--- src/rtl/lwi_pkg.sv ---
package lwi_pkg;

  typedef enum logic [1:0] {
    IRQ_OFF   = 2'b00,
    IRQ_LEVEL = 2'b01,
    IRQ_RSV2  = 2'b10,
    IRQ_RSV3  = 2'b11
  } irq_mode_e;

  // Only the level encoding arms the output; reserved codes act as off.
  function automatic logic mode_armed(input logic [1:0] mode);
    return irq_mode_e'(mode) == IRQ_LEVEL;
  endfunction

endpackage

--- src/rtl/lwi_window_cmp.sv ---
module lwi_window_cmp #(
  parameter int DATA_W = 16
) (
  input  logic [DATA_W-1:0] sample,
  input  logic [DATA_W-1:0] lo_bound,
  input  logic [DATA_W-1:0] hi_bound,
  output logic              outside
);

  // Lower edge counts as an excursion; upper edge counts as inside.
  function automatic logic is_excursion(input logic [DATA_W-1:0] v,
                                        input logic [DATA_W-1:0] lo,
                                        input logic [DATA_W-1:0] hi);
    return (v <= lo) || (v > hi);
  endfunction

  assign outside = is_excursion(sample, lo_bound, hi_bound);

endmodule

--- src/rtl/lwi_persist.sv ---
module lwi_persist #(
  parameter int PERS_W = 4
) (
  input  logic              clk,
  input  logic              rst_n,
  input  logic              armed,
  input  logic              conv_done,
  input  logic              outside,
  input  logic              clear,
  input  logic [PERS_W-1:0] persist_sel,
  output logic [PERS_W-1:0] run_cnt,
  output logic              fire
);

  localparam logic [PERS_W-1:0] RUN_MAX = {PERS_W{1'b1}};

  logic [PERS_W-1:0] base_cnt;
  logic [PERS_W-1:0] step_cnt;

  function automatic logic [PERS_W-1:0] sat_inc(input logic [PERS_W-1:0] c);
    return (c == RUN_MAX) ? RUN_MAX : c + 1'b1;
  endfunction

  always_comb begin
    base_cnt = clear ? '0 : run_cnt;
    step_cnt = outside ? sat_inc(base_cnt) : '0;
    fire     = armed && conv_done &&
               ((persist_sel == '0) || (outside && (step_cnt >= persist_sel)));
  end

  always_ff @(posedge clk or negedge rst_n) begin
    if (!rst_n)         run_cnt <= '0;
    else if (!armed)    run_cnt <= '0;
    else if (conv_done) run_cnt <= step_cnt;
    else if (clear)     run_cnt <= '0;
  end

endmodule

--- src/rtl/lwi_irq_hold.sv ---
module lwi_irq_hold (
  input  logic clk,
  input  logic rst_n,
  input  logic armed,
  input  logic fire,
  input  logic clear,
  output logic irq_n
);

  logic pending;

  // A new event outranks a coincident clear.
  always_ff @(posedge clk or negedge rst_n) begin
    if (!rst_n)      pending <= 1'b0;
    else if (!armed) pending <= 1'b0;
    else if (fire)   pending <= 1'b1;
    else if (clear)  pending <= 1'b0;
  end

  assign irq_n = ~pending;

endmodule

--- src/rtl/lux_window_irq.sv ---
module lux_window_irq #(
  parameter int DATA_W = 16,
  parameter int PERS_W = 4
) (
  input  logic              clk,
  input  logic              rst_n,
  input  logic              conv_done,
  input  logic [DATA_W-1:0] conv_ch0,
  input  logic [DATA_W-1:0] win_low,
  input  logic [DATA_W-1:0] win_high,
  input  logic [1:0]        irq_mode,
  input  logic [PERS_W-1:0] persist_sel,
  input  logic              irq_clear,
  output logic              irq_n
);

  logic              armed_w;
  logic              outside_w;
  logic              fire_w;
  logic [PERS_W-1:0] run_cnt_w;

  assign armed_w = lwi_pkg::mode_armed(irq_mode);

  lwi_window_cmp #(.DATA_W(DATA_W)) u_cmp (
    .sample   (conv_ch0),
    .lo_bound (win_low),
    .hi_bound (win_high),
    .outside  (outside_w)
  );

  lwi_persist #(.PERS_W(PERS_W)) u_persist (
    .clk         (clk),
    .rst_n       (rst_n),
    .armed       (armed_w),
    .conv_done   (conv_done),
    .outside     (outside_w),
    .clear       (irq_clear),
    .persist_sel (persist_sel),
    .run_cnt     (run_cnt_w),
    .fire        (fire_w)
  );

  lwi_irq_hold u_hold (
    .clk   (clk),
    .rst_n (rst_n),
    .armed (armed_w),
    .fire  (fire_w),
    .clear (irq_clear),
    .irq_n (irq_n)
  );

endmodule

--- config.mk ---
export PLATFORM = sky130hd
export DESIGN_NAME = lux_window_irq
export DESIGN_NICKNAME = d
export VERILOG_FILES = /design/src/rtl/lwi_pkg.sv /design/src/rtl/lwi_window_cmp.sv /design/src/rtl/lwi_persist.sv /design/src/rtl/lwi_irq_hold.sv /design/src/rtl/lux_window_irq.sv
export SDC_FILE = /design/constraint.sdc
export NUM_CORES = 1
export LEC_CHECK = 0
export ABC_AREA = 1
export BUFFER_PORTS_ARGS = -buffer_cell sky130_fd_sc_hd__buf_2
export CAP_MARGIN = 20
export CELL_PAD_IN_SITES_DETAIL_PLACEMENT = 1
export CELL_PAD_IN_SITES_GLOBAL_PLACEMENT = 1
export CORE_MARGIN = 2
export CORE_UTILIZATION = 32
export DETAILED_ROUTE_END_ITERATION = 6
export PLACE_DENSITY_LB_ADDON = 0.25
export SLEW_MARGIN = 20
export SYNTH_ARGS = -nofsm -noshare
export SYNTH_HDL_FRONTEND = slang
export SYNTH_HIERARCHICAL = 1
export SYNTH_SLANG_ARGS = --single-unit
--- constraint.sdc ---
create_clock -name clk -period 2.3 [get_ports clk]
set_clock_uncertainty 0.2 [all_clocks]
set_input_delay 0 -clock clk [delete_from_list [all_inputs] [get_ports clk]]
set_output_delay 0 -clock clk [all_outputs]
set_load 0.01 [all_outputs]
==> impl_metrics.csv <==
group,metric,value,unit
cells_and_area,layout_common_cells,"buf_2 (50), nand2_1 (44), inv_1 (42), ha_4 (22), nand2_2 (17)",
sta,relSlewSlack,0.7894,
floorplanning,dieArea,4676,um^2
sta,fmax,452.8,MHz
worst_setup_path,endpoint_kind,"register",
clock_network,cts_made_buffers,3,
pwr,leakagePower,0.001235,uW
cells_and_area,seqCellArea,125.1,um^2
drt,drtPass1Iterations,4,
placement,port-buffer-count,58,
global_route,grt-ovfl-total,0,
sta,fin_tns_setup,0,ns
pwr,switching_share,0.3742,
pwr,p_int,403.5,uW
floorplanning,die_y,68.38,um
pwr,power_density,280.2,nW/um^2
sta,rsz0062_at_grt,"true",
sta,finalHoldViolations,0,
cells_and_area,drive_above_1_share,0.4932,
outcome,outcome,"finished, final reports clean",
drt,ant_nets,0,
cells_and_area,nets,387,
pwr,switching_power,241.3,uW
hold_path,min_path_cells,7,
cells_and_area,final_common_cell,"buf_2",
synth,yosysWarnings,6,
clock_network,clock_latency,0.23,ns
sta,setup_viol,0,
worst_setup_path,start_kind,"input pin",
clock_network,clkTransAtPathRegs,0.03,ns
synth,synth_fp_nets,307,
floorplanning,num_rows,23,
sta,slew_viol_final,0,
sta,min_period_over_period,0.9602,
cells_and_area,area_growth,73.49,%
cells_and_area,nFillCells,519,
pwr,pwr-share-seq,0.145,
placement,dp_hpwl,3026,um
hold_path,hold_end,"u_hold/pending",
cells_and_area,antenna_cells,0,
floorplanning,start_util,0.3316,
drt,drt-total-wl,4529,um
drt,routed_via_density,4.760,
placement,postPlaceCellArea,1724,um^2
worst_setup_path,crit_type,"in2reg",
placement,gp_congestion,0.7665,
worst_setup_path,reg2reg_depth,15,
synth,syn_area,1326,um^2
floorplanning,core-area,4000,um^2
synth,syn_inst,213,
clock_network,cts_root_buf,"clkbuf_8",
clock_network,cts_sinks,5,
worst_setup_path,required,2.25,ns
floorplanning,num_io_pins,59,
worst_setup_path,timing.rr.end,"u_hold/pending",
worst_setup_path,r2r_start,"u_persist/run_cnt[0]",
synth,avgSynthCellArea,6.227,um^2
synth,yosysSeqAreaShare,0.09434,
pwr,combPwrFrac,0.595,
clock_network,ctsLongestPathBuffers,2,
worst_setup_path,cp_data_arrival_time,2.16,ns
drt,wl_per_cell,13.24,um
synth,ys_seq_elements,5,
global_route,grt_usage,0.1675,
global_route,grt_max_degree,8,
hold_path,hp-class,"in2reg",
global_route,antenna_found_initial,0,
cells_and_area,multiInputGateArea,1360,um^2
pwr,vdd_ir_drop_max,117.7,uV
pwr,clock_power_share,0.260,
sta,post-route-min-period,2.208,ns
clock_network,htreeDepth,1,
drt,drcViolationCount,0,
global_route,grt_pass1_vias,1520,
clock_network,tritoncts,"built",
drt,vias,1628,
drt,drtIter0Drc,21,
sta,worstMarginPinSlew,0.3126,ns
synth,ys_types,19,
floorplanning,die_x,68.38,um
global_route,grt_pass1_wl,6051,um
cells_and_area,stdcell_area,2301,um^2
worst_setup_path,reg2reg_slack,0.21,ns
worst_setup_path,worstPathMaxFanout,6,
hold_path,min_from,"irq_mode[0]",
run,cap_violations,0,
-- worst max path at each step --
stage                      start        endpoint  cells past startpoint
global route        win_high[11]  u_hold/pending                     20
detailed placement  conv_ch0[15]  u_hold/pending                     19
CTS                 conv_ch0[15]  u_hold/pending                     19
floorplan           win_high[15]  u_hold/pending                     19
finish                 irq_clear  u_hold/pending                     17
global placement    conv_ch0[13]  u_hold/pending                     19
-- state kept, by name, indices dropped and copies added (netlist names) --
register	count
u_persist/run_cnt	4
u_hold/pending	1
-- cell usage after synthesis, drive strengths merged --
cell	number	area, um^2
nand2	64	247.7
inv	57	214.0
ha	36	450.4
a21oi	22	117.6
nor2	11	43.80
nand3	7	47.55
dfrtp	5	125.1
o21ai	4	20.02
nand4	2	12.51
a21boi	1	7.510
a21o	1	7.510
clkinv	1	3.750
nor4	1	21.27
o21a	1	7.510
-- power groups by stage --
stage	registers [uW]	clock network, uW	logic (uW)
floorplan	94.0	0	144
global placement	94.3	0	246
detailed placement	94.3	0	252
CTS	93.2	169	265
global route	93.4	178	434
finish	93.3	168	384
-- per-stage QoR --
| stage | utilization | total power (uW) | std cells | hold slack (ns) | setup WS, ns |
|---|---|---|---|---|---|
| final | 0.5752 | 644.8 | 342 | 0.06692 | 0.09151 |
| after CTS | 0.4648 | 527.5 | 340 | 0.008376 | 0.02274 |
| after detailed placement | 0.4310 | 346.4 | 327 | -0.3760 | -0.2087 |
| after global routing | 0.5752 | 705.4 | 342 | 0.09321 | -0.09768 |
| after floorplan | - | 238.1 | 213 | -0.4956 | 0.1005 |
| after global placement | 0.4310 | 340.0 | 327 | -0.3791 | -0.1170 |
-- logic make-up (layout without fill, tap and decap cells) --
kind of cell / Yosys count / after routing / share of synthesized area
adder cells (fa/ha/maj): 36 / 36 / 0.3396
AO/OA/AOI/OAI: 29 / 29 / 0.1208
flip-flops: 5 / 5 / 0.09434
buffers and inverters: 58 / 137 / 0.1641
AND/OR/NAND/NOR: 85 / 85 / 0.2811
-- per-layer routing --
metal,up-vias,routed length [um],track usage
met2,49,2439,0.3137
met1,747,1800,0.1966
met4,0,114,0.05500
li1,820,-,-
met3,12,175,0.01480
met5,-,0,0
-- final cells by class --
type | count | area share
well taps | 50 | 0.02719
flip-flops and latches | 5 | 0.05438
clock buffers | 4 | 0.01958
repair buffers | 75 | 0.2132
multi-input cells | 150 | 0.5911
inverters | 58 | 0.09462
-- critical path, cell delays in order --
cell and delay, ns:
dlygate4sd3_1 0.54, buf_2 0.13, inv_2 0.11, nand3_4 0.10, nand2_1 0.08, nand2_1 0.07
nand2_1 0.11, inv_1 0.07, ha_1 0.30, nand2_1 0.06, nand2_1 0.09, nand2_2 0.06
nand3_2 0.07, nand2_2 0.06, a21oi_2 0.12, inv_1 0.07, a21oi_2 0.12
-- what timing repair did --
action                                 4_1_cts  5_1_grt
gates resized for setup                      0       83
endpoints found under the hold margin       10        0
setup endpoints to repair                    0        2
setup buffers                                0        3
hold buffers                                 9        0
No activity file was read; power rests on OpenSTA's default activity.
